--- config.mk ---
export PLATFORM = sky130hd
export DESIGN_NAME = pss_top
export DESIGN_NICKNAME = d
export VERILOG_FILES = /design/src/rtl/pss_pkg.sv /design/src/rtl/pss_sync.sv /design/src/rtl/pss_bank.sv /design/src/rtl/pss_regif.sv /design/src/rtl/pss_top.sv
export SDC_FILE = /design/constraint.sdc
export NUM_CORES = 1
export LEC_CHECK = 0
export ABC_AREA = 0
export BUFFER_PORTS_ARGS = -buffer_cell sky130_fd_sc_hd__buf_4
export CAP_MARGIN = 20
export CORE_ASPECT_RATIO = 0.5
export CORE_MARGIN = 5
export CORE_UTILIZATION = 46
export DETAILED_ROUTE_END_ITERATION = 10
export PLACE_DENSITY = 0.72
export SLEW_MARGIN = 20
export SYNTH_ARGS = -nofsm -noshare
export SYNTH_HDL_FRONTEND = slang
export SYNTH_HIERARCHICAL = 1
export SYNTH_SLANG_ARGS = --single-unit
export TNS_END_PERCENT = 30
--- constraint.sdc ---
create_clock -name clk -period 6 [get_ports clk]
set_clock_uncertainty 0.2 [all_clocks]
set_input_delay 1.2 -clock clk [delete_from_list [all_inputs] [get_ports clk]]
set_output_delay 1.2 -clock clk [all_outputs]
set_load 0.1 [all_outputs]
--- src/rtl/pss_pkg.sv ---
// Shared types for the power switchover time stamp.
// Assumes every calendar field fits in one BCD byte.
package pss_pkg;
    localparam int FIELD_W  = 8;
    localparam int N_FIELDS = 5;   // minute, hour, date, month, year
    typedef logic [N_FIELDS-1:0][FIELD_W-1:0] stamp_t;
endpackage

--- src/rtl/pss_sync.sv ---
// Brings the asynchronous power-source level into the clock domain and
// flags its edges. Assumes STAGES >= 1. The reset value is 0, meaning main
// supply, so a battery level present at reset release reads as a switch.
module pss_sync #(
    parameter int STAGES = 2
) (
    input  logic clk,
    input  logic rst_n,
    input  logic async_i,
    output logic rise_o,
    output logic fall_o
);
    logic [STAGES-1:0] chain_q;
    logic              prev_q;
    logic              level;

    for (genvar g = 0; g < STAGES; g++) begin : g_stage
        logic d;
        if (g == 0) begin : g_first
            assign d = async_i;
        end else begin : g_next
            assign d = chain_q[g-1];
        end
        // Shift one synchroniser stage.
        always_ff @(posedge clk) begin
            if (!rst_n) chain_q[g] <= 1'b0;
            else        chain_q[g] <= d;
        end
    end

    assign level = chain_q[STAGES-1];

    // Remember the previous synchronised level for edge detection.
    always_ff @(posedge clk) begin
        if (!rst_n) prev_q <= 1'b0;
        else        prev_q <= level;
    end

    assign rise_o = level & ~prev_q;
    assign fall_o = ~level & prev_q;


    edge_excl_chk: assert property (@(posedge clk) disable iff (!rst_n)
        $onehot0({rise_o, fall_o}));

    single_rise_chk: assert property (@(posedge clk) disable iff (!rst_n)
        rise_o |=> !rise_o);
endmodule

--- src/rtl/pss_bank.sv ---
// One five-byte time stamp record. With FIRST_ONLY=1 it keeps the first
// capture until cleared; with FIRST_ONLY=0 every capture overwrites it.
// Assumes cap_i and clr_i are single-cycle pulses from the same clock.
module pss_bank #(
    parameter bit FIRST_ONLY = 1'b0
) (
    input  logic            clk,
    input  logic            rst_n,
    input  logic            cap_i,
    input  logic            clr_i,
    input  pss_pkg::stamp_t cal_i,
    output pss_pkg::stamp_t rec_o
);
    pss_pkg::stamp_t rec_q;
    logic            vld_q;
    logic            take;

    if (FIRST_ONLY) begin : g_first
        // A clear in the same cycle frees the record, so the capture wins.
        assign take = cap_i && (!vld_q || clr_i);


        frozen_chk: assert property (@(posedge clk) disable iff (!rst_n)
            (vld_q && !clr_i) |=> $stable(rec_q));
    end else begin : g_last
        assign take = cap_i;


        overwrite_chk: assert property (@(posedge clk) disable iff (!rst_n)
            cap_i |=> (rec_q == $past(cal_i)));
    end

    // Capture has priority over clear; clear empties the record.
    always_ff @(posedge clk) begin
        if (!rst_n) begin
            rec_q <= '0;
            vld_q <= 1'b0;
        end else if (take) begin
            rec_q <= cal_i;
            vld_q <= 1'b1;
        end else if (clr_i) begin
            rec_q <= '0;
            vld_q <= 1'b0;
        end
    end

    assign rec_o = rec_q;


    clear_zero_chk: assert property (@(posedge clk) disable iff (!rst_n)
        (clr_i && !cap_i) |=> (rec_q == '0 && !vld_q));

    clear_vs_cap_chk: assert property (@(posedge clk) disable iff (!rst_n)
        (clr_i && cap_i) |=> (vld_q && rec_q == $past(cal_i)));
endmodule

--- src/rtl/pss_regif.sv ---
// Register side: decodes the self-clearing clear bit from writes and muxes
// the ten record bytes onto the read port. Assumes single-cycle write strobes.
module pss_regif #(
    parameter int                ADDR_W    = 6,
    parameter logic [ADDR_W-1:0] CTRL_ADDR = 6'h09,
    parameter int                CLR_BIT   = 7,
    parameter logic [ADDR_W-1:0] BATT_BASE = 6'h16,
    parameter logic [ADDR_W-1:0] MAIN_BASE = 6'h1B
) (
    input  logic                       clk,
    input  logic                       rst_n,
    input  logic                       wr_en,
    input  logic [ADDR_W-1:0]          wr_addr,
    input  logic [pss_pkg::FIELD_W-1:0] wr_data,
    input  logic [ADDR_W-1:0]          rd_addr,
    input  pss_pkg::stamp_t            batt_rec,
    input  pss_pkg::stamp_t            main_rec,
    output logic                       clr_o,
    output logic [pss_pkg::FIELD_W-1:0] rd_data
);
    logic clr_q;
    logic ctrl_hit;

    assign ctrl_hit = wr_en && (wr_addr == CTRL_ADDR);

    // Clear bit: set by a write, back to zero one cycle later.
    always_ff @(posedge clk) begin
        if (!rst_n) clr_q <= 1'b0;
        else        clr_q <= ctrl_hit && wr_data[CLR_BIT];
    end

    assign clr_o = clr_q;

    // Read mux over both records; unmapped addresses read zero.
    always_comb begin
        rd_data = '0;
        for (int f = 0; f < pss_pkg::N_FIELDS; f++) begin
            if (rd_addr == ADDR_W'(int'(BATT_BASE) + f)) rd_data = batt_rec[f];
            if (rd_addr == ADDR_W'(int'(MAIN_BASE) + f)) rd_data = main_rec[f];
        end
    end


    clr_set_chk: assert property (@(posedge clk) disable iff (!rst_n)
        (ctrl_hit && wr_data[CLR_BIT]) |=> clr_o);

    clr_quiet_chk: assert property (@(posedge clk) disable iff (!rst_n)
        !(ctrl_hit && wr_data[CLR_BIT]) |=> !clr_o);
endmodule

--- src/rtl/pss_top.sv ---
// Power switchover time stamp: a first-event record for switches to battery
// and a last-event record for returns to main supply, sharing one clear bit.
// Assumes the calendar inputs are stable around a capture cycle.
module pss_top #(
    parameter int                SYNC_STAGES = 2,
    parameter int                ADDR_W      = 6,
    parameter logic [ADDR_W-1:0] CTRL_ADDR   = 6'h09,
    parameter int                CLR_BIT     = 7,
    parameter logic [ADDR_W-1:0] BATT_BASE   = 6'h16,
    parameter logic [ADDR_W-1:0] MAIN_BASE   = 6'h1B
) (
    input  logic              clk,
    input  logic              rst_n,
    input  logic              on_batt,
    input  logic [7:0]        cal_min,
    input  logic [7:0]        cal_hour,
    input  logic [7:0]        cal_date,
    input  logic [7:0]        cal_month,
    input  logic [7:0]        cal_year,
    input  logic              wr_en,
    input  logic [ADDR_W-1:0] wr_addr,
    input  logic [7:0]        wr_data,
    input  logic [ADDR_W-1:0] rd_addr,
    output logic [7:0]        rd_data
);
    pss_pkg::stamp_t cal;
    pss_pkg::stamp_t batt_rec;
    pss_pkg::stamp_t main_rec;
    logic            go_batt;
    logic            go_main;
    logic            clr;

    assign cal = {cal_year, cal_month, cal_date, cal_hour, cal_min};

    pss_sync #(.STAGES(SYNC_STAGES)) i_sync (
        .clk(clk), .rst_n(rst_n), .async_i(on_batt),
        .rise_o(go_batt), .fall_o(go_main)
    );

    pss_bank #(.FIRST_ONLY(1'b1)) i_batt (
        .clk(clk), .rst_n(rst_n), .cap_i(go_batt), .clr_i(clr),
        .cal_i(cal), .rec_o(batt_rec)
    );

    pss_bank #(.FIRST_ONLY(1'b0)) i_main (
        .clk(clk), .rst_n(rst_n), .cap_i(go_main), .clr_i(clr),
        .cal_i(cal), .rec_o(main_rec)
    );

    pss_regif #(
        .ADDR_W(ADDR_W), .CTRL_ADDR(CTRL_ADDR), .CLR_BIT(CLR_BIT),
        .BATT_BASE(BATT_BASE), .MAIN_BASE(MAIN_BASE)
    ) i_regif (
        .clk(clk), .rst_n(rst_n), .wr_en(wr_en), .wr_addr(wr_addr),
        .wr_data(wr_data), .rd_addr(rd_addr), .batt_rec(batt_rec),
        .main_rec(main_rec), .clr_o(clr), .rd_data(rd_data)
    );


    reset_empty_chk: assert property (@(posedge clk)
        !rst_n |=> (batt_rec == '0 && main_rec == '0));

    quiet_main_chk: assert property (@(posedge clk) disable iff (!rst_n)
        (!go_main && !clr) |=> $stable(main_rec));
endmodule

Yosys cells after proc, flatten, opt, wreduce, memory -nomap -nowiden
Index checks and enable logic that the tools add are counted.
Operators by class
  $add $sub $neg: 0
  multiply operators: 0
  div/mod/pow operators: 0
  magnitude comparators: 0
  eq/ne operators: 11
  shift-type cells: 0
  multiplexer cells: 15
  bitwise operators: 4
  reductions and logical operators: 7
Operators by type and width (count)
  40-bit 2-to-1 mux: 3
  8-bit 2-to-1 mux: 10
  6-bit by 5-bit equality test with 1-bit output, second input constant: 10
  6-bit by 4-bit equality test with 1-bit output, second input constant: 1
  2-bit nonzero test: 2
  1-bit logical AND: 3
  1-bit bitwise AND: 2
  1-bit 2-to-1 mux: 2
  1-bit inverter: 2
  1-bit zero test: 1
  1-bit logical OR: 1
Storage, ports and cells
  flip-flop bits (word level): 85
  latch bits: 0
  bits in writable memories: 0
  memory bits (read-only): 0
  bits of input ports: 64
  output and inout port bits: 8
  logic and storage cells: 52
  memories kept: 0

Logic depth before layout (Yosys ltp)
  depth after elaboration: 11
  gate-level depth with buffers: 7
  depth with buffers taken out: 4

By module
The synthesis kept the hierarchy.
By module, submodules not included
  pss_bank (i_main): times used 1, cells an instance 177, area an instance 1915.6 µm², sequential area each 800.8 µm²
  pss_bank (i_batt): times used 1, cells an instance 183, area an instance 1559.0 µm², sequential area each 820.8 µm²
  pss_regif: times used 1, cells an instance 139, area an instance 907.1 µm², sequential area each 20.0 µm²
  pss_sync: times used 1, cells an instance 8, area an instance 91.3 µm², sequential area each 60.1 µm²

Worst setup path after synthesis
Ideal clock, no wire load.
  kind: input -> output
  start: input rd_addr[5]
  end: output rd_data[0]
  arrival: 3640 ps
  data required time: 4600 ps
  path slack: 960 ps
  cell stages on the path: 4
  path buffers: 0
  cells stage by stage: nand3b_1 > nor3b_1 > a2111oi_0 > o22ai_1
On the way
  cells in the longest elaborated chain, start to end: 11
  elaborated cells on any way between the ends: 20
  classes of those cells: eq/ne (10); mux (10)
RTL lines
  start: declaration: line pss_top.sv:23  | input logic [ADDR_W-1:0] rd_addr,
  6-bit by 5-bit equality test with 1-bit output: line pss_regif.sv:38  | if (rd_addr == ADDR_W'(int'(BATT_BASE) + f)) rd_data = batt_rec[f];
  8-bit 2-to-1 mux: line pss_regif.sv:38
  8-bit 2-to-1 mux: line pss_regif.sv:39  | if (rd_addr == ADDR_W'(int'(MAIN_BASE) + f)) rd_data = main_rec[f];
  8-bit 2-to-1 mux: line pss_regif.sv:38
  8-bit 2-to-1 mux: line pss_regif.sv:39
  8-bit 2-to-1 mux: line pss_regif.sv:38
  8-bit 2-to-1 mux: line pss_regif.sv:39
  8-bit 2-to-1 mux: line pss_regif.sv:38
  8-bit 2-to-1 mux: line pss_regif.sv:39
  8-bit 2-to-1 mux: line pss_regif.sv:38
  8-bit 2-to-1 mux (*): line pss_regif.sv:39
  end: declaration: line pss_top.sv:24  | output logic [7:0] rd_data
Every way passes the cells marked *; elsewhere a longest branch is shown, timed or not.

Worst setup path in the final report
  start: input rd_addr[0]
  end: output rd_data[1]
Same word-level chain as after synthesis.

==> impl_results.md <==
- RD Place Congestion: 0.890
- First-pass GRT wire length: 18.8 mm
- Proportion of power drawn by combinational gates: 11.1%
- Nets: 605
- Warnings from Yosys: 6
- Combined area of the multi-input logic cells: 2420 sq um
- FMAX: 0.209 GHz
- Worst Hold Depth: 1
- Status: complete, no violations
- Pre-antenna DRT Iters: 5
- Total wire length: 11.5 mm
- Mapped Cells: 507
- Reg area: 1700 sq um
- Die Area: 11,900 sq um
- Synthesized area: 4470 sq um
- Worst Path Required: 4.60 ns
- Avg WL per Cell: 17.0 microns
- Rows: 25
- Core area: 9480 sq um
- # hold bufs at CTS: 0
- Non-Filler Instances: 678
- CTS Buf Count: 9
- RSZ-0062 raised after global routing: no
- Final ANT Viol Nets: 0
- Cts repair resizes: 0
- Peak supply drop: 0.123 mV
- Slew HR: 38.8%
- Leading area contributor after synthesis: dfxtp_1
- Die X-Extent: 149 microns
- Drt initial violations: 467
- Final HPWL DP: 7.62 mm
- Max-Cap Viols: 0
- Seq pwr share: 44.8%
- CTS tree: done
- Post-CTS Setup Bufs: 0
- Total grt overflow: 0
- Worst setup EP type: output pin
- Critical Path Slowest Stage Cell: a2111oi_0
- Hold path endpoint: i_sync/level
- Worst-margin pin slew: 0.896 ns
- Yosys cell types: 40
- Crit Reg-Reg Endpoint: i_batt/rec_o[28]
- Most frequent CP cell: buf_4
- Largest fanout on the critical path: 26
- Placed cell area: 4880 sq um
- Fillers: 879
- Hold/Removal Path Class: flip-flop to flip-flop
- Largest cells by area after synthesis: dfxtp_1 (38%), nand3_2 (9.0%), o21ai_2 (7.8%)
- Worst hold start: i_sync/g_stage[1].d
- Net Sw Frac: 23.9%
- N_diodes: 0
- Leakage power: 0.00179 uW
- Largest net degree at the start of global routing: 75
- Skew-Pair Late Insertion Delay: 0.33 ns
- Crit path cell chain: buf_4, nand3b_1, nor2_1, a2111oi_0, o22ai_1, buf_4
- Async set-reset flop share out of synthesis: 0%
- Crit path launch type: input pin
- NetSw: 314 uW
- # placed instances: 665
- Clock root buffer: clkbuf_16
- R2r worst-path depth: 5
- Critical path's top delay family: compound AO/OA/AOI/OAI gates
- Post-route DRC: 0
- Starting Density: 47.2%
- Syn nets: 571
- CTS max path bufs: 2
- Fin Hold WS: 0.239 ns
- Critical setup path kind: input pin to output pin
- Most instantiated cells after synthesis: dfxtp_1 (85), nand2_1 (81), o22ai_1 (50)
- Sinks on Clock Net: 85
- Cell with the most instances after synthesis: dfxtp_1
- Port Buffers: 64
- EDFF count, synth: 0
- Gr usage total: 19.8%
- Worst r2r src: i_sync/level
- CP Data Arrival Time: 3.38 ns
- DP Worst Slack: 1.30 ns
- DR vias: 3,865
- Clk pwr share: 44.1%
- Crit path largest cell delay: 0.86 ns
- Initial antenna violation count: 0
- IO Count: 72
- CTS clk-pin slew, worst paths: 0.06 ns
- CP Buf/Inv Count: 2
- Final setup vio count: 0
- Setup ws final: 1.22 ns
- Share of the synthesized area in the top cell type: 38.0%
- Sequential element share of the synthesized area: 38.0%
- Vias in the first global route: 3,612
- Area grow syn2layout: 15.9%
- Setup TNS: 0 ns
- Period minus WS final: 4.78 ns
- Syn Area/Cell: 8.82 sq um
- Htree depth: 3
- Post-synthesis register bit count: 85
- Tcrit/Tclk final: 79.7%
- Pwr/cell area: 254 nW/um^2
- Final Hold Viols: 0
- Top FF cell, synth: dfxtp_1
- Layout cells sized above 1: 31.5%
- Flop2flop setup slack: 3.77 ns
- Die Ht: 79.7 microns
- Final slew viol count: 0
- Pint: 1000 uW
- Post-route cell area: 5180 sq um
- DR vias/cell: 5.70
-- sequential cells by signal (all words and copies together), names as in the netlist --
name,count
i_batt/rec_o,40
i_main/rec_o,40
i_batt/vld_q,1
i_regif/clr_o,1
i_sync/g_stage.d,1
i_sync/level,1
i_sync/prev_q,1
-- worst register-to-register path, delay by kind of cell, from the launching register on --
family          cells  cell delay [ns]
compound gates      2             0.78
buf+inv             2             0.52
flops               1             0.37
simple gates        1             0.21
-- power by group through the flow --
stage / logic (uW) / clock network [uW] / registers [uW]
floorplan: 97.5 / 0 / 599
global placement: 144 / 0 / 602
detailed placement: 145 / 0 / 602
CTS: 146 / 593 / 590
global route: 159 / 620 / 592
finish: 146 / 581 / 591
-- cell usage in the layout, fill, tap and decap left out, types with 3 or more instances in the layout --
cell	count
o221ai_1	8
o22ai_2	4
o22ai_1	50
nor3_1	23
nor4b_1	8
nand2b_1	45
clkbuf_16	9
or3_1	3
dfxtp_1	85
o21ai_2	40
and2_1	3
mux2i_1	9
inv_1	19
a2111oi_0	14
buf_4	69
nor2_1	3
nand2_1	81
nand3_2	40
-- layout make-up --
type	count	share of cell area [%]
Multi-Input combinational cell	357	46.7
Sequential cell	85	32.8
Timing Repair Buffer	69	9.99
Clock buffer	11	4.68
Tap cell	135	3.26
Inverter	19	1.38
Clock inverter	2	1.16
-- metal layers --
layer | vias up | part of all wire [%] | track usage, %
met5 | - | 0 | 0
met4 | 0 | 1.2 | 4.93
met3 | 16 | 8.5 | 5.84
met2 | 151 | 43 | 28.6
met1 | 1826 | 48 | 28.8
li1 | 1872 | - | -
-- cell families (layout without fill, tap and decap cells) --
logic type | after synthesis | count (layout) | synth area share, %
and+or+nand+nor | 223 | 223 | 30.1
AOI/OAI and AO/OA | 124 | 124 | 21.6
DFF | 85 | 85 | 38.0
buffers and inverters | 65 | 101 | 8.06
muxes | 9 | 9 | 2.01
xor gates and xnor gates | 1 | 1 | 0.196
-- per-stage QoR --
step                util [%]  power [uW]
global placement        51.5         746
global route            54.7        1370
CTS                     54.7        1330
floorplan                  -         696
finish                  54.7        1320
detailed placement      51.5         748
-- worst max path at each step --
stage,slack [ns],end,cells past startpoint,from
finish,1.22,rd_data[1],6,rd_addr[0]
global route,1.12,rd_data[7],6,rd_addr[1]
CTS,1.29,rd_data[2],6,rd_addr[0]
detailed placement,1.30,rd_data[2],6,rd_addr[0]
global placement,1.27,rd_data[1],6,rd_addr[0]
floorplan,0.96,rd_data[0],4,rd_addr[5]
Note: power is estimated with default switching activity, not from simulation.
